[config.mk]
export PLATFORM = sky130hd
export DESIGN_NAME = sir_rx_unwrap
export DESIGN_NICKNAME = d
export VERILOG_FILES = /design/src/rtl/sir_unwrap_pkg.sv /design/src/rtl/sir_byte_class.sv /design/src/rtl/sir_len_track.sv /design/src/rtl/sir_rx_unwrap.sv
export SDC_FILE = /design/constraint.sdc
export NUM_CORES = 1
export LEC_CHECK = 0
export BUFFER_PORTS_ARGS = -buffer_cell sky130_fd_sc_hd__buf_2
export CAP_MARGIN = 0
export CORE_UTILIZATION = 55
export DETAILED_ROUTE_END_ITERATION = 12
export GPL_TIMING_DRIVEN = 0
export PLACE_DENSITY = 0.83
export SETUP_SLACK_MARGIN = 0.1
export SYNTH_ARGS = -nofsm -noshare
export SYNTH_HDL_FRONTEND = slang
export SYNTH_SLANG_ARGS = --single-unit
export TNS_END_PERCENT = 20
[constraint.sdc]
create_clock -name clk -period 2.9 [get_ports clk]
set_clock_uncertainty 0.05 [all_clocks]
set_input_delay 0.58 -clock clk [delete_from_list [all_inputs] [get_ports clk]]
set_output_delay 0.58 -clock clk [all_outputs]
set_load 0.01 [all_outputs]
[src/rtl/sir_unwrap_pkg.sv]
package sir_unwrap_pkg;
   localparam logic [7:0] SOF_CODE = 8'hC0;
   localparam logic [7:0] EOF_CODE = 8'hC1;
   localparam logic [7:0] ESC_CODE = 8'h7D;
   localparam logic [7:0] ESC_FLIP = 8'h20;

   typedef enum logic [1:0] {ST_HUNT, ST_OPEN, ST_ESC} rx_state_t;
   typedef enum logic [1:0] {K_DATA, K_SOF, K_EOF, K_ESC} byte_kind_t;
endpackage

[src/rtl/sir_byte_class.sv]
module sir_byte_class
   import sir_unwrap_pkg::*;
#(
   parameter int BYTE_W = 8
) (
   input  logic [BYTE_W-1:0] b,
   output byte_kind_t        kind
);
   generate
      if (BYTE_W != 8) begin : g_bad_width
         $error("sir_byte_class: BYTE_W must be 8");
      end
   endgenerate

   always_comb begin
      if (b == SOF_CODE)      kind = K_SOF;
      else if (b == EOF_CODE) kind = K_EOF;
      else if (b == ESC_CODE) kind = K_ESC;
      else                    kind = K_DATA;
   end
endmodule

[src/rtl/sir_len_track.sv]
module sir_len_track #(
   parameter int CNT_W    = 12,
   parameter bit SATURATE = 1'b1
) (
   input  logic             clk,
   input  logic             rst_n,
   input  logic             clr,
   input  logic             inc,
   input  logic [CNT_W-1:0] max_len,
   output logic [CNT_W-1:0] cnt,
   output logic             empty,
   output logic             over
);
   localparam logic [CNT_W-1:0] CNT_TOP = {CNT_W{1'b1}};

   logic spill;

   generate
      if (CNT_W < 2) begin : g_bad_cnt
         $error("sir_len_track: CNT_W too small");
      end
      if (SATURATE) begin : g_sat
         always_ff @(posedge clk) begin
            if (!rst_n || clr) begin
               cnt   <= '0;
               spill <= 1'b0;
            end else if (inc) begin
               if (cnt == CNT_TOP) spill <= 1'b1;
               else                cnt   <= cnt + 1'b1;
            end
         end
      end else begin : g_wrap
         always_ff @(posedge clk) begin
            if (!rst_n || clr) begin
               cnt   <= '0;
               spill <= 1'b0;
            end else if (inc) begin
               cnt <= cnt + 1'b1;
               if (cnt == CNT_TOP) spill <= 1'b1;
            end
         end
      end
   endgenerate

   assign empty = (cnt == '0) && !spill;
   assign over  = spill || (cnt > max_len);

   a_r11_count_restart: assert property (@(posedge clk) disable iff (!rst_n)
      clr |=> (cnt == '0));
endmodule

[src/rtl/sir_rx_unwrap.sv]
module sir_rx_unwrap
   import sir_unwrap_pkg::*;
#(
   parameter int BYTE_W   = 8,
   parameter int CNT_W    = 12,
   parameter bit SATURATE = 1'b1
) (
   input  logic              clk,
   input  logic              rst_n,
   input  logic              rx_valid,
   input  logic [7:0]        rx_byte,
   input  logic [CNT_W-1:0]  max_len,
   output logic [15:0]       flag_word,
   output logic              pay_valid,
   output logic [7:0]        pay_byte,
   output logic              fin_valid,
   output logic [CNT_W-1:0]  fin_count,
   output logic              fin_no_eof,
   output logic              fin_phy_err,
   output logic              fin_len_err
);
   generate
      if (BYTE_W != 8) begin : g_bad_byte
         $error("sir_rx_unwrap: BYTE_W must be 8");
      end
   endgenerate

   rx_state_t  state, state_nx;
   byte_kind_t kind;
   logic [CNT_W-1:0] cnt;
   logic cnt_empty, cnt_over;
   logic store, close, err_miss, err_phy, clr;
   logic [7:0] store_byte;

   assign flag_word = {EOF_CODE, SOF_CODE};

   sir_byte_class #(.BYTE_W(BYTE_W)) u_class (
      .b    (rx_byte),
      .kind (kind)
   );

   sir_len_track #(.CNT_W(CNT_W), .SATURATE(SATURATE)) u_len (
      .clk     (clk),
      .rst_n   (rst_n),
      .clr     (clr),
      .inc     (store),
      .max_len (max_len),
      .cnt     (cnt),
      .empty   (cnt_empty),
      .over    (cnt_over)
   );

   always_comb begin
      state_nx   = state;
      store      = 1'b0;
      store_byte = rx_byte;
      close      = 1'b0;
      err_miss   = 1'b0;
      err_phy    = 1'b0;
      clr        = 1'b0;
      if (rx_valid) begin
         unique case (state)
            ST_HUNT: begin
               if (kind == K_SOF) begin
                  state_nx = ST_OPEN;
                  clr      = 1'b1;
               end
            end
            ST_OPEN: begin
               unique case (kind)
                  K_SOF: begin
                     clr = 1'b1;
                     if (!cnt_empty) begin
                        close    = 1'b1;
                        err_miss = 1'b1;
                     end
                  end
                  K_EOF: begin
                     close    = 1'b1;
                     state_nx = ST_HUNT;
                  end
                  K_ESC:  state_nx = ST_ESC;
                  default: store = 1'b1;
               endcase
            end
            ST_ESC: begin
               unique case (kind)
                  K_SOF: begin
                     close    = 1'b1;
                     err_miss = 1'b1;
                     clr      = 1'b1;
                     state_nx = ST_OPEN;
                  end
                  K_EOF: begin
                     close    = 1'b1;
                     err_phy  = 1'b1;
                     state_nx = ST_HUNT;
                  end
                  default: begin
                     store      = 1'b1;
                     store_byte = rx_byte ^ ESC_FLIP;
                     state_nx   = ST_OPEN;
                  end
               endcase
            end
            default: state_nx = ST_HUNT;
         endcase
      end
   end

   always_ff @(posedge clk) begin
      if (!rst_n) begin
         state       <= ST_HUNT;
         pay_valid   <= 1'b0;
         pay_byte    <= '0;
         fin_valid   <= 1'b0;
         fin_count   <= '0;
         fin_no_eof  <= 1'b0;
         fin_phy_err <= 1'b0;
         fin_len_err <= 1'b0;
      end else begin
         state       <= state_nx;
         pay_valid   <= store;
         if (store) pay_byte <= store_byte;
         fin_valid   <= close;
         if (close) fin_count <= cnt;
         fin_no_eof  <= err_miss;
         fin_phy_err <= err_phy;
         fin_len_err <= close && cnt_over;
      end
   end

   a_r12_no_byte_on_fin: assert property (@(posedge clk) disable iff (!rst_n)
      fin_valid |-> !pay_valid);
   a_r12_err_needs_fin: assert property (@(posedge clk) disable iff (!rst_n)
      (fin_no_eof || fin_phy_err || fin_len_err) |-> fin_valid);
   a_r9_errs_exclusive: assert property (@(posedge clk) disable iff (!rst_n)
      fin_valid |-> ($countones({fin_no_eof, fin_phy_err}) <= 1));
   a_r4_pay_from_input: assert property (@(posedge clk) disable iff (!rst_n)
      pay_valid |-> $past(rx_valid));
   a_r7_fin_from_flag: assert property (@(posedge clk) disable iff (!rst_n)
      fin_valid |-> ($past(rx_valid) &&
                     ($past(rx_byte) == SOF_CODE || $past(rx_byte) == EOF_CODE)));
   a_r10_len_bound: assert property (@(posedge clk) disable iff (!rst_n)
      (fin_valid && !fin_len_err) |-> (fin_count <= $past(max_len)));
endmodule

==> qor.yml, run 1 <==
global_routing:
  grt_remaining_overflow: 0
  grt.total_usage_pct: 24.64
  grt_pass1_wl_um: 8252
  antenna_violations_before_repair: 0
  largest_net_degree_at_the_start_of_global_routing: 13
  first_global_vias: 1865
clock_tree:
  tritoncts_num_sinks: 40
  h_tree_lvl_count: 2
  post_cts_resize_count: 0
  cts_root_buffer: "sky130_fd_sc_hd__clkbuf_8"
  clkLatencyLatePin_ns: 0.30
  post_cts_setup_repair_bufs: 0
  clk_path_buf_depth: 2
  clock_slew_seen_by_the_registers_of_the_worst_setup_and_hold_paths_ns: 0.08
  cts_inserted_buffers: 5
  cts_hold_buf: 0
  tritoncts: "built"
die:
  height_of_the_die_um: 66.47
  design.die.area_um2: 4418
  dieWidth_um: 66.47
  fp.coreArea_um2: 4000
  std_cell_rows: 23
  initial_utilization_pct: 57.15
  num_io_pins: 64
cells_and_area:
  final_layout_size_suffix_gt1_share_pct: 23.39
  flow.area_growth_from_synthesis_pct: 19.59
  postLayoutCellArea_um2: 2734
  final_util_pct: 68.35
  final_cell_count_no_fill: 392
  fillCellCount: 342
  layout.nets: 382
  antenna-diode-count: 0
route:
  detailroute.via_count: 2150
  aggregate_routed_wire_length_um: 5180
  drc: 2
  dr.first_iter.drc_count: 114
  pre_repair_dr_iteration_count: 9
  dr_vias_cell: 5.485
  routedWlPerCell_um: 13.21
  antenna_left: 0
sta:
  final_period_minus_worst_setup_slack_ns: 2.267
  setup_viol: 0
  max_slew_margin_pct: 60.06
  final-max-slew-violation-count: 0
  tightestPinTransition_ns: 0.5958
  worst_hold_slack_ns: 0.4044
  timing.final.hold_violations: 0
  post_route_worst_setup_slack_ns: 0.6334
  layout_worst_path_cycle_share_pct: 78.16
  post_route_setup_tns_ns: 0
  grt_setup_unrepaired: "no"
  fmax_mhz: 441.2
synth:
  postSynth.asyncResetShare_pct: 0
  synth_area_leaders: "sky130_fd_sc_hd__dfxtp_1, sky130_fd_sc_hd__ha_1, sky130_fd_sc_hd__buf_4, sky130_fd_sc_hd__nand3_1, sky130_fd_sc_hd__nand2_1"
  synth_cell_type_count: 49
  post-synth-top-count-cell: "sky130_fd_sc_hd__dfxtp_1"
  seq_area_frac_synth_pct: 35.03
  synth_common_cells: "sky130_fd_sc_hd__dfxtp_1, sky130_fd_sc_hd__nand2_1, sky130_fd_sc_hd__nand3_1"
  ys_warn_count: 0
  number_of_flops_mapped_to_enable_cells_by_yosys: 0
  post-synth-top-area-fraction_pct: 35.03
  ys.flop_type: "sky130_fd_sc_hd__dfxtp_1"
  synth-seq-cells: 40
  mappedNetlistArea_um2: 2286
  synthesized_area_per_cell_um2: 8.313
  syn_inst: 275
  cell_accounting_for_the_most_synthesized_area: "sky130_fd_sc_hd__dfxtp_1"
place:
  dpl_worst_slack_ns: 0.5192
  dp.final_hpwl_um: 3926
  finalWeightedCongestion: 0.8409
  io_buffers: 45
  dp.cells: 384
  dpl_cell_area_um2: 2626
setup_path:
  slowest_delay_ns: 0.51
  timing.critical_path.required_ns: 3.08
  timing.critical_path.cells: "inv_1 -> ha_1 -> o211ai_2 -> a21o_1 -> or2_1 -> or4_1 -> a21oi_1"
  critical_path.n_buffers_inverters: 1
  setup.worst_path.class: "flop to flop"
  critical-path-top-delay-family: "simple AND/OR/NAND/NOR gates"
  timing.critical_path.fanout_max: 8
  crit_path_end_kind: "flop"
  worst_path_max_delay_cell: "sky130_fd_sc_hd__or4_1"
  startpoint_type: "flop"
  worst_ep_arrival_time_ns: 2.44
power_and_ir_drop:
  power.density_nw_per_um2: 395.6
  power_switching_share_pct: 22.33
  p_total_mw: 1.082
  max-vdd-ir-drop_uv: 258.2
  seq_power_share_pct: 50.7
  power_report.internal_total_uw: 840.1
  power.clock.fraction_pct: 41.7
  leakagePower_nw: 1.283
  share_comb_of_total_power_pct: 7.6
  switching_power_uw: 241.5
run_status:
  run_status: "complete, but fails checks"
  violations: "design-rule violations"
run:
  max-cap-violations: 0
worst_hold_path:
  min_path_type: "flop to flop"
layer usage:
layer  routed length, um  up-vias  global-route usage, %
met3                 335       15                  5.137
met1                2308      964                  30.65
li1                    -     1082                      -
met5                   0        -                      0
met2                2435       89                  41.45
met4                 102        0                  9.309
tightest hold or removal path: stages, from the launching register on:
cell,delay [ns]
sky130_fd_sc_hd__dfxtp_1,0.31
sky130_fd_sc_hd__nand2_1,0.05
sky130_fd_sc_hd__a21oi_1,0.05
area by class of cell:
class	instances	area [um^2]	area share (%)
clock buffers	6	72.57	2.654
clock inverters	2	35.03	1.281
flip-flops and latches	40	800.8	29.29
multi-input cells	199	1284	46.96
well taps	50	62.56	2.288
inverters	22	82.58	3.021
repair buffers	45	225.2	8.238
plain buffers	28	171.4	6.270
sequential cells by signal, indices dropped and copies added, names as in the netlist:
signal and count:
state 2, pay_valid 1, fin_phy_err 1, pay_byte 8, fin_len_err 1, u_len.cnt 12
fin_no_eof 1, fin_count 12, u_len.spill 1, fin_valid 1
cells by family (layout without fill, tap and decap cells):
logic type / after synthesis / after routing / share of synthesized area, %
compound gates: 53 / 53 / 15.93
flops: 40 / 40 / 35.03
other cells: 2 / 16 / 0.3285
simple gates: 107 / 107 / 25.73
xor+xnor: 3 / 3 / 1.150
buf+inv: 50 / 103 / 11.11
fa+ha+maj: 18 / 18 / 9.852
mux: 2 / 2 / 0.8758
worst paths after layout:
kind | start | end | slack [ns] | cells after the start
max | state[0]$_SDFFE_PN0P_ | u_len.cnt[4]$_SDFFE_PP0P_ | 0.63 | 7
min | pay_byte[2]$_SDFFE_PN0P_ | pay_byte[2]$_SDFFE_PN0P_ | 0.40 | 2
max reg2reg | state[0]$_SDFFE_PN0P_ | u_len.cnt[4]$_SDFFE_PP0P_ | 0.63 | 7
min reg2reg | pay_byte[2]$_SDFFE_PN0P_ | pay_byte[2]$_SDFFE_PN0P_ | 0.40 | 2
power by group through the flow:
stage | logic (mW) | registers (mW) | clock network, mW
finish | 0.0819 | 0.549 | 0.451
global placement | 0.0791 | 0.562 | 0
floorplan | 0.0570 | 0.562 | 0
global route | 0.0920 | 0.549 | 0.476
CTS | 0.0810 | 0.549 | 0.455
detailed placement | 0.0806 | 0.562 | 0
placed cells by master, fill, tap and decap left out, types with 3 or more instances in the layout:
master,synthesis,layout
sky130_fd_sc_hd__buf_2,5,50
sky130_fd_sc_hd__dfxtp_1,40,40
sky130_fd_sc_hd__nand2_1,26,26
sky130_fd_sc_hd__nand3_1,22,22
sky130_fd_sc_hd__inv_1,21,21
sky130_fd_sc_hd__nor2_1,18,18
sky130_fd_sc_hd__ha_1,18,18
sky130_fd_sc_hd__buf_4,16,16
sky130_fd_sc_hd__conb_1,2,16
sky130_fd_sc_hd__a21oi_1,15,15
sky130_fd_sc_hd__nand4_1,9,9
sky130_fd_sc_hd__o31ai_1,9,9
sky130_fd_sc_hd__o21ai_0,8,8
sky130_fd_sc_hd__clkbuf_1,6,7
sky130_fd_sc_hd__clkbuf_8,0,5
sky130_fd_sc_hd__nor4_1,4,4
sky130_fd_sc_hd__a21o_1,4,4
sky130_fd_sc_hd__nor4b_1,3,3
sky130_fd_sc_hd__nor3_1,3,3
sky130_fd_sc_hd__a311o_1,3,3
sky130_fd_sc_hd__xnor2_1,3,3
Note: power is estimated with default switching activity, not from simulation.
==> run 2, diff against run 1 <==
CORE_UTILIZATION = 52   (was 55)
PLACE_DENSITY = 0.79   (was 0.83)
clock period = 2.2 ns   (was 2.9 ns; I/O delays follow)
==> run 2 against run 1 <==
The run now ends clean. Sequential share of layout area decreased by 0.58 points. Clock power increased by 10%. Routed wire length increased by 2.1%. Setup slack got worse by 0.52 ns. Global-route usage decreased by 1.6 points. Combinational power increased by 34%. Critical endpoint is now u_len.cnt[6]$_SDFFE_PP0P_.
==> qor.yml, run 2 (synthesis results as in run 1) <==
global_routing:
  grt.total_usage_pct: 23.07
  largest_net_degree_at_the_start_of_global_routing: 12
  grt_remaining_overflow: 0
  first_global_vias: 1744
  antenna_violations_before_repair: 0
  grt_pass1_wl_um: 7990
setup_path:
  setup.worst_path.class: "flop to flop"
  timing.critical_path.required_ns: 2.30
  worst_ep_arrival_time_ns: 2.19
  crit_path_end_kind: "flop"
  worst-r2r-setup-slack_ns: 0.11
  timing.critical_path.cells: "inv_2 -> ha_4 -> o211ai_2 -> a21o_1 -> or2_1 -> buf_4 -> nor4_2 -> nor3_1"
  worst_path_max_delay_cell: "sky130_fd_sc_hd__dfxtp_4"
  slowest_delay_ns: 0.37
  critical-path-top-delay-family: "simple AND/OR/NAND/NOR gates"
  timing.rr.end: "u_len.cnt[6]$_SDFFE_PP0P_"
  critical_path.n_buffers_inverters: 2
  startpoint_type: "flop"
  timing.critical_path.fanout_max: 10
  r2r-start: "state[0]$_SDFFE_PN0P_"
  reg2regPathDepth: 8
clock_tree:
  cts_hold_buf: 0
  cts_inserted_buffers: 5
  h_tree_lvl_count: 2
  tritoncts_num_sinks: 40
  cts_root_buffer: "sky130_fd_sc_hd__clkbuf_8"
  tritoncts: "built"
  clock_slew_seen_by_the_registers_of_the_worst_setup_and_hold_paths_ns: 0.07
  clkLatencyLatePin_ns: 0.29
  clk_path_buf_depth: 2
cells_and_area:
  layout.cells.most_common: "sky130_fd_sc_hd__buf_2"
  commonest_cells_after_routing_fill_and_taps_aside: "sky130_fd_sc_hd__buf_2, sky130_fd_sc_hd__dfxtp_1, sky130_fd_sc_hd__nand2_1"
  largest_registers: "fin_count (12), u_len.cnt (12), pay_byte (8)"
  antenna-diode-count: 0
  final_cell_count_no_fill: 397
  flow.area_growth_from_synthesis_pct: 23.15
  final_layout_size_suffix_gt1_share_pct: 27.38
  layout.nets: 387
sta:
  timing.final.hold_violations: 0
  final-max-slew-violation-count: 0
  max_slew_margin_pct: 61.02
  grt_setup_unrepaired: "yes"
  tightestPinTransition_ns: 0.5816
  fmax_mhz: 478.7
  final_period_minus_worst_setup_slack_ns: 2.089
  layout_worst_path_cycle_share_pct: 94.96
  post_route_worst_setup_slack_ns: 0.1108
  worst_hold_slack_ns: 0.3523
  setup_viol: 0
die:
  dieWidth_um: 68.30
  std_cell_rows: 23
  fp.coreArea_um2: 4115
  height_of_the_die_um: 68.30
  initial_utilization_pct: 55.55
  num_io_pins: 64
  design.die.area_um2: 4665
run_status:
  run_status: "complete, no violations"
place:
  dpl_worst_slack_ns: -0.04947
  io_buffers: 45
  dp.final_hpwl_um: 3906
  dp.cells: 384
  finalWeightedCongestion: 0.7809
worst_hold_path:
  hold-path-cell-count: 3
  worstHoldStart: "rx_byte[7]"
  whs_endpoint: "pay_byte[7]$_SDFFE_PN0P_"
  min_path_type: "input port to flop"
route:
  dr.first_iter.drc_count: 96
  dr_vias_cell: 5.426
  drc: 0
  aggregate_routed_wire_length_um: 5288
  detailroute.via_count: 2154
  routedWlPerCell_um: 13.32
  pre_repair_dr_iteration_count: 4
  antenna_left: 0
power_and_ir_drop:
  leakagePower_nw: 1.309
  max-vdd-ir-drop_uv: 497.9
  power.density_nw_per_um2: 472.1
run:
  max-cap-violations: 0
## run 2: repair_timing
| action | 4_1_cts | 5_1_grt |
|---|---|---|
| pin swaps | 2 | 5 |
| hold endpoints to repair | 0 | 0 |
| buffers inserted | 1 | 4 |
| gates cloned | 0 | 0 |
| endpoints found under the setup margin | 20 | 18 |
| resized for setup | 7 | 12 |
## run 2: how the worst max path moves through the flow
stage,startpoint,depth (start not counted),endpoint,slack [ns]
floorplan,state[0]$_SDFFE_PN0P_,7,u_len.cnt[4]$_SDFFE_PP0P_,0.24
global placement,rx_byte[2],8,fin_count[0]$_SDFFE_PN0P_,-0.05
detailed placement,state[0]$_SDFFE_PN0P_,8,pay_byte[5]$_SDFFE_PN0P_,-0.05
finish,state[0]$_SDFFE_PN0P_,8,u_len.cnt[6]$_SDFFE_PP0P_,0.11
global route,state[0]$_SDFFE_PN0P_,8,u_len.cnt[6]$_SDFFE_PP0P_,0.03
CTS,state[0]$_SDFFE_PN0P_,7,u_len.cnt[4]$_SDFFE_PP0P_,0.11
## run 2: final cells by class
type,instances,area [um^2]
inverter,22,82.58
fill,328,1300
clock buffer,8,90.09
buffer,28,176.4
timing repair buffer,50,262.8
tap,50,62.56
multi-input combinational,199,1333
sequential,40,808.3
## run 2: tightest hold or removal path: cells and delay by family
family	cells	cell delay (ns)
AND/OR/NAND/NOR	1	0.05
AO/OA/AOI/OAI	1	0.05
buffers and inverters	1	0.11
## run 2: metrics by stage
step / setup TNS [ns] / cell area, um^2 / power [mW] / utilization [%]
2_1_floorplan: 0 / 2338 / 0.8156 / -
3_3_place_gp: -0.2894 / 2626 / 0.8462 / 63.82
3_5_place_dp: -0.2600 / 2626 / 0.8483 / 63.82
4_1_cts: 0 / 2755 / 1.340 / 66.95
5_1_grt: 0 / 2815 / 1.390 / 68.41
6_report: 0 / 2815 / 1.329 / 68.41
## run 2: power breakdown
part / total [mW] / internal [mW] / switching (mW) / leakage [nW]
Combinational: 0.110 / 0.0481 / 0.0624 / 0.940
Clock: 0.497 / 0.256 / 0.242 / 0.0455
Sequential: 0.721 / 0.721 / 0.000169 / 0.324
Total: 1.33 / 1.02 / 0.304 / 1.31
## run 2: per-layer routing
metal  global-route usage [%]  wire length (um)
met2                    36.89              2474
met3                    5.167               376
met4                    7.813                53
met1                    30.26              2383
met5                        0                 0
==> run 3, diff against run 2 <==
PLACE_DENSITY = 0.83   (was 0.79)
==> run 3 against run 2 <==
Routed wire length up 5.2%. Critical path depth did not move. Global-route usage up 0.95 points. Cell area increased by 0.98%.
==> qor.yml, run 3 (synthesis results as in run 1) <==
run_status:
  run_status: "complete, no violations"
cells_and_area:
  layout.nets: 389
  flow.area_growth_from_synthesis_pct: 24.36
  layout.cells.most_common: "sky130_fd_sc_hd__buf_2"
  commonest_cells_after_routing_fill_and_taps_aside: "sky130_fd_sc_hd__buf_2, sky130_fd_sc_hd__dfxtp_1, sky130_fd_sc_hd__nand2_1"
  largest_registers: "fin_count (12), u_len.cnt (12), pay_byte (8)"
  final_cell_count_no_fill: 398
  postLayoutCellArea_um2: 2843
  antenna-diode-count: 0
  final_layout_size_suffix_gt1_share_pct: 28.45
global_routing:
  grt_pass1_wl_um: 8355
  grt_remaining_overflow: 0
  antenna_violations_before_repair: 0
  largest_net_degree_at_the_start_of_global_routing: 12
  first_global_vias: 1884
  grt.total_usage_pct: 24.03
sta:
  max_slew_margin_pct: 62.42
  setup_viol: 0
  tightestPinTransition_ns: 0.5606
  final-max-slew-violation-count: 0
  timing.final.hold_violations: 0
  layout_worst_path_cycle_share_pct: 92.87
  grt_setup_unrepaired: "yes"
  final_period_minus_worst_setup_slack_ns: 2.043
  post_route_setup_tns_ns: 0
  fmax_mhz: 489.5
die:
  fp.coreArea_um2: 4115
  height_of_the_die_um: 68.30
  num_io_pins: 64
  design.die.area_um2: 4665
  std_cell_rows: 23
  dieWidth_um: 68.30
  initial_utilization_pct: 55.55
clock_tree:
  tritoncts_num_sinks: 40
  clock_slew_seen_by_the_registers_of_the_worst_setup_and_hold_paths_ns: 0.08
  clk_path_buf_depth: 2
  clkLatencyLatePin_ns: 0.29
  h_tree_lvl_count: 2
  tritoncts: "built"
  cts_inserted_buffers: 5
  cts_root_buffer: "sky130_fd_sc_hd__clkbuf_8"
  cts_hold_buf: 0
route:
  dr.first_iter.drc_count: 158
  route.layer.met1.wl_um: 2349
  detailroute.via_count: 2235
  pre_repair_dr_iteration_count: 6
  antenna_left: 0
  maxUsedRoutingLayer: "met4"
  wl_met3_um: 384
  routedWlPerCell_um: 13.97
  met2_wirelength_um: 2760
  dr_vias_cell: 5.616
  aggregate_routed_wire_length_um: 5561
  drc: 0
setup_path:
  reg2regPathDepth: 8
  r2r-start: "state[0]$_SDFFE_PN0P_"
  setup.worst_path.class: "flop to flop"
  timing.rr.end: "u_len.cnt[6]$_SDFFE_PP0P_"
  worst-r2r-setup-slack_ns: 0.16
  startpoint_type: "flop"
  crit_path_end_kind: "flop"
  timing.critical_path.required_ns: 2.31
  worst_ep_arrival_time_ns: 2.15
  timing.critical_path.fanout_max: 10
place:
  dp.cells: 384
  io_buffers: 45
  finalWeightedCongestion: 0.8090
  dpl_cell_area_um2: 2626
  dp.final_hpwl_um: 4016
power_and_ir_drop:
  max-vdd-ir-drop_uv: 298.8
  leakagePower_nw: 1.319
  power.density_nw_per_um2: 456.5
worst_hold_path:
  hold-path-cell-count: 3
  whs_endpoint: "pay_byte[1]$_SDFFE_PN0P_"
  worstHoldStart: "rx_byte[1]"
  min_path_type: "input port to flop"
run:
  max-cap-violations: 0
run 3: worst max path at each step:
stage                                         start                   endpoint  slack [ns]  cells after the start
after floorplan               state[0]$_SDFFE_PN0P_  u_len.cnt[4]$_SDFFE_PP0P_        0.24                      7
after global placement                   rx_byte[2]  fin_count[1]$_SDFFE_PN0P_       -0.04                      8
after detailed placement                 rx_byte[2]  fin_count[0]$_SDFFE_PN0P_       -0.09                      8
after CTS                     state[1]$_SDFFE_PN0P_  u_len.cnt[4]$_SDFFE_PP0P_        0.11                      7
after global routing      u_len.cnt[1]$_SDFFE_PP0P_  u_len.cnt[9]$_SDFFE_PP0P_        0.05                      7
final                         state[0]$_SDFFE_PN0P_  u_len.cnt[6]$_SDFFE_PP0P_        0.16                      8
run 3: layout make-up:
cell class	count	area, um^2
multi-input cells	199	1358
fillers	342	1272
flip-flops and latches	40	808.3
repair buffers	52	277.8
plain buffers	28	176.4
inverters	22	82.58
clock buffers	6	72.57
well taps	50	62.56
clock inverters	1	5.005
run 3: metal layers:
metal	up-vias	GRT usage, %
met5	-	0
met1	1028	29.94
li1	1095	-
met2	100	40.93
met4	0	5.990
met3	12	6.000
run 3: what timing repair did:
action                     4_1_cts  5_1_grt
gates resized for setup          6       15
buffers inserted                 2        5
setup endpoints to repair       14       29
pin swaps                        0        4
run 3: stage by stage:
stage	util, %	power (mW)	setup slack [ns]	hold slack [ns]
floorplan	-	0.8156	0.2391	0.4177
global placement	63.82	0.8460	-0.04391	0.3919
detailed placement	63.82	0.8479	-0.09370	0.3994
CTS	66.77	1.299	0.1051	0.3647
global route	69.08	1.349	0.05461	0.3728
finish	69.08	1.298	0.1569	0.3625
run 3: worst max-delay path, cell delays in order (launching register included):
cell,delay (ns)
sky130_fd_sc_hd__dfxtp_4,0.38
sky130_fd_sc_hd__inv_2,0.07
sky130_fd_sc_hd__ha_4,0.27
sky130_fd_sc_hd__o211ai_2,0.09
sky130_fd_sc_hd__a21o_1,0.23
sky130_fd_sc_hd__or2_4,0.25
sky130_fd_sc_hd__buf_2,0.20
sky130_fd_sc_hd__nor4_4,0.30
sky130_fd_sc_hd__nor3_1,0.07
run 3: report_power, final:
part | switching, mW | internal, mW | total (mW)
clock | 0.250 | 0.216 | 0.466
combinational | 0.0627 | 0.0484 | 0.111
sequential | 0.000194 | 0.721 | 0.721
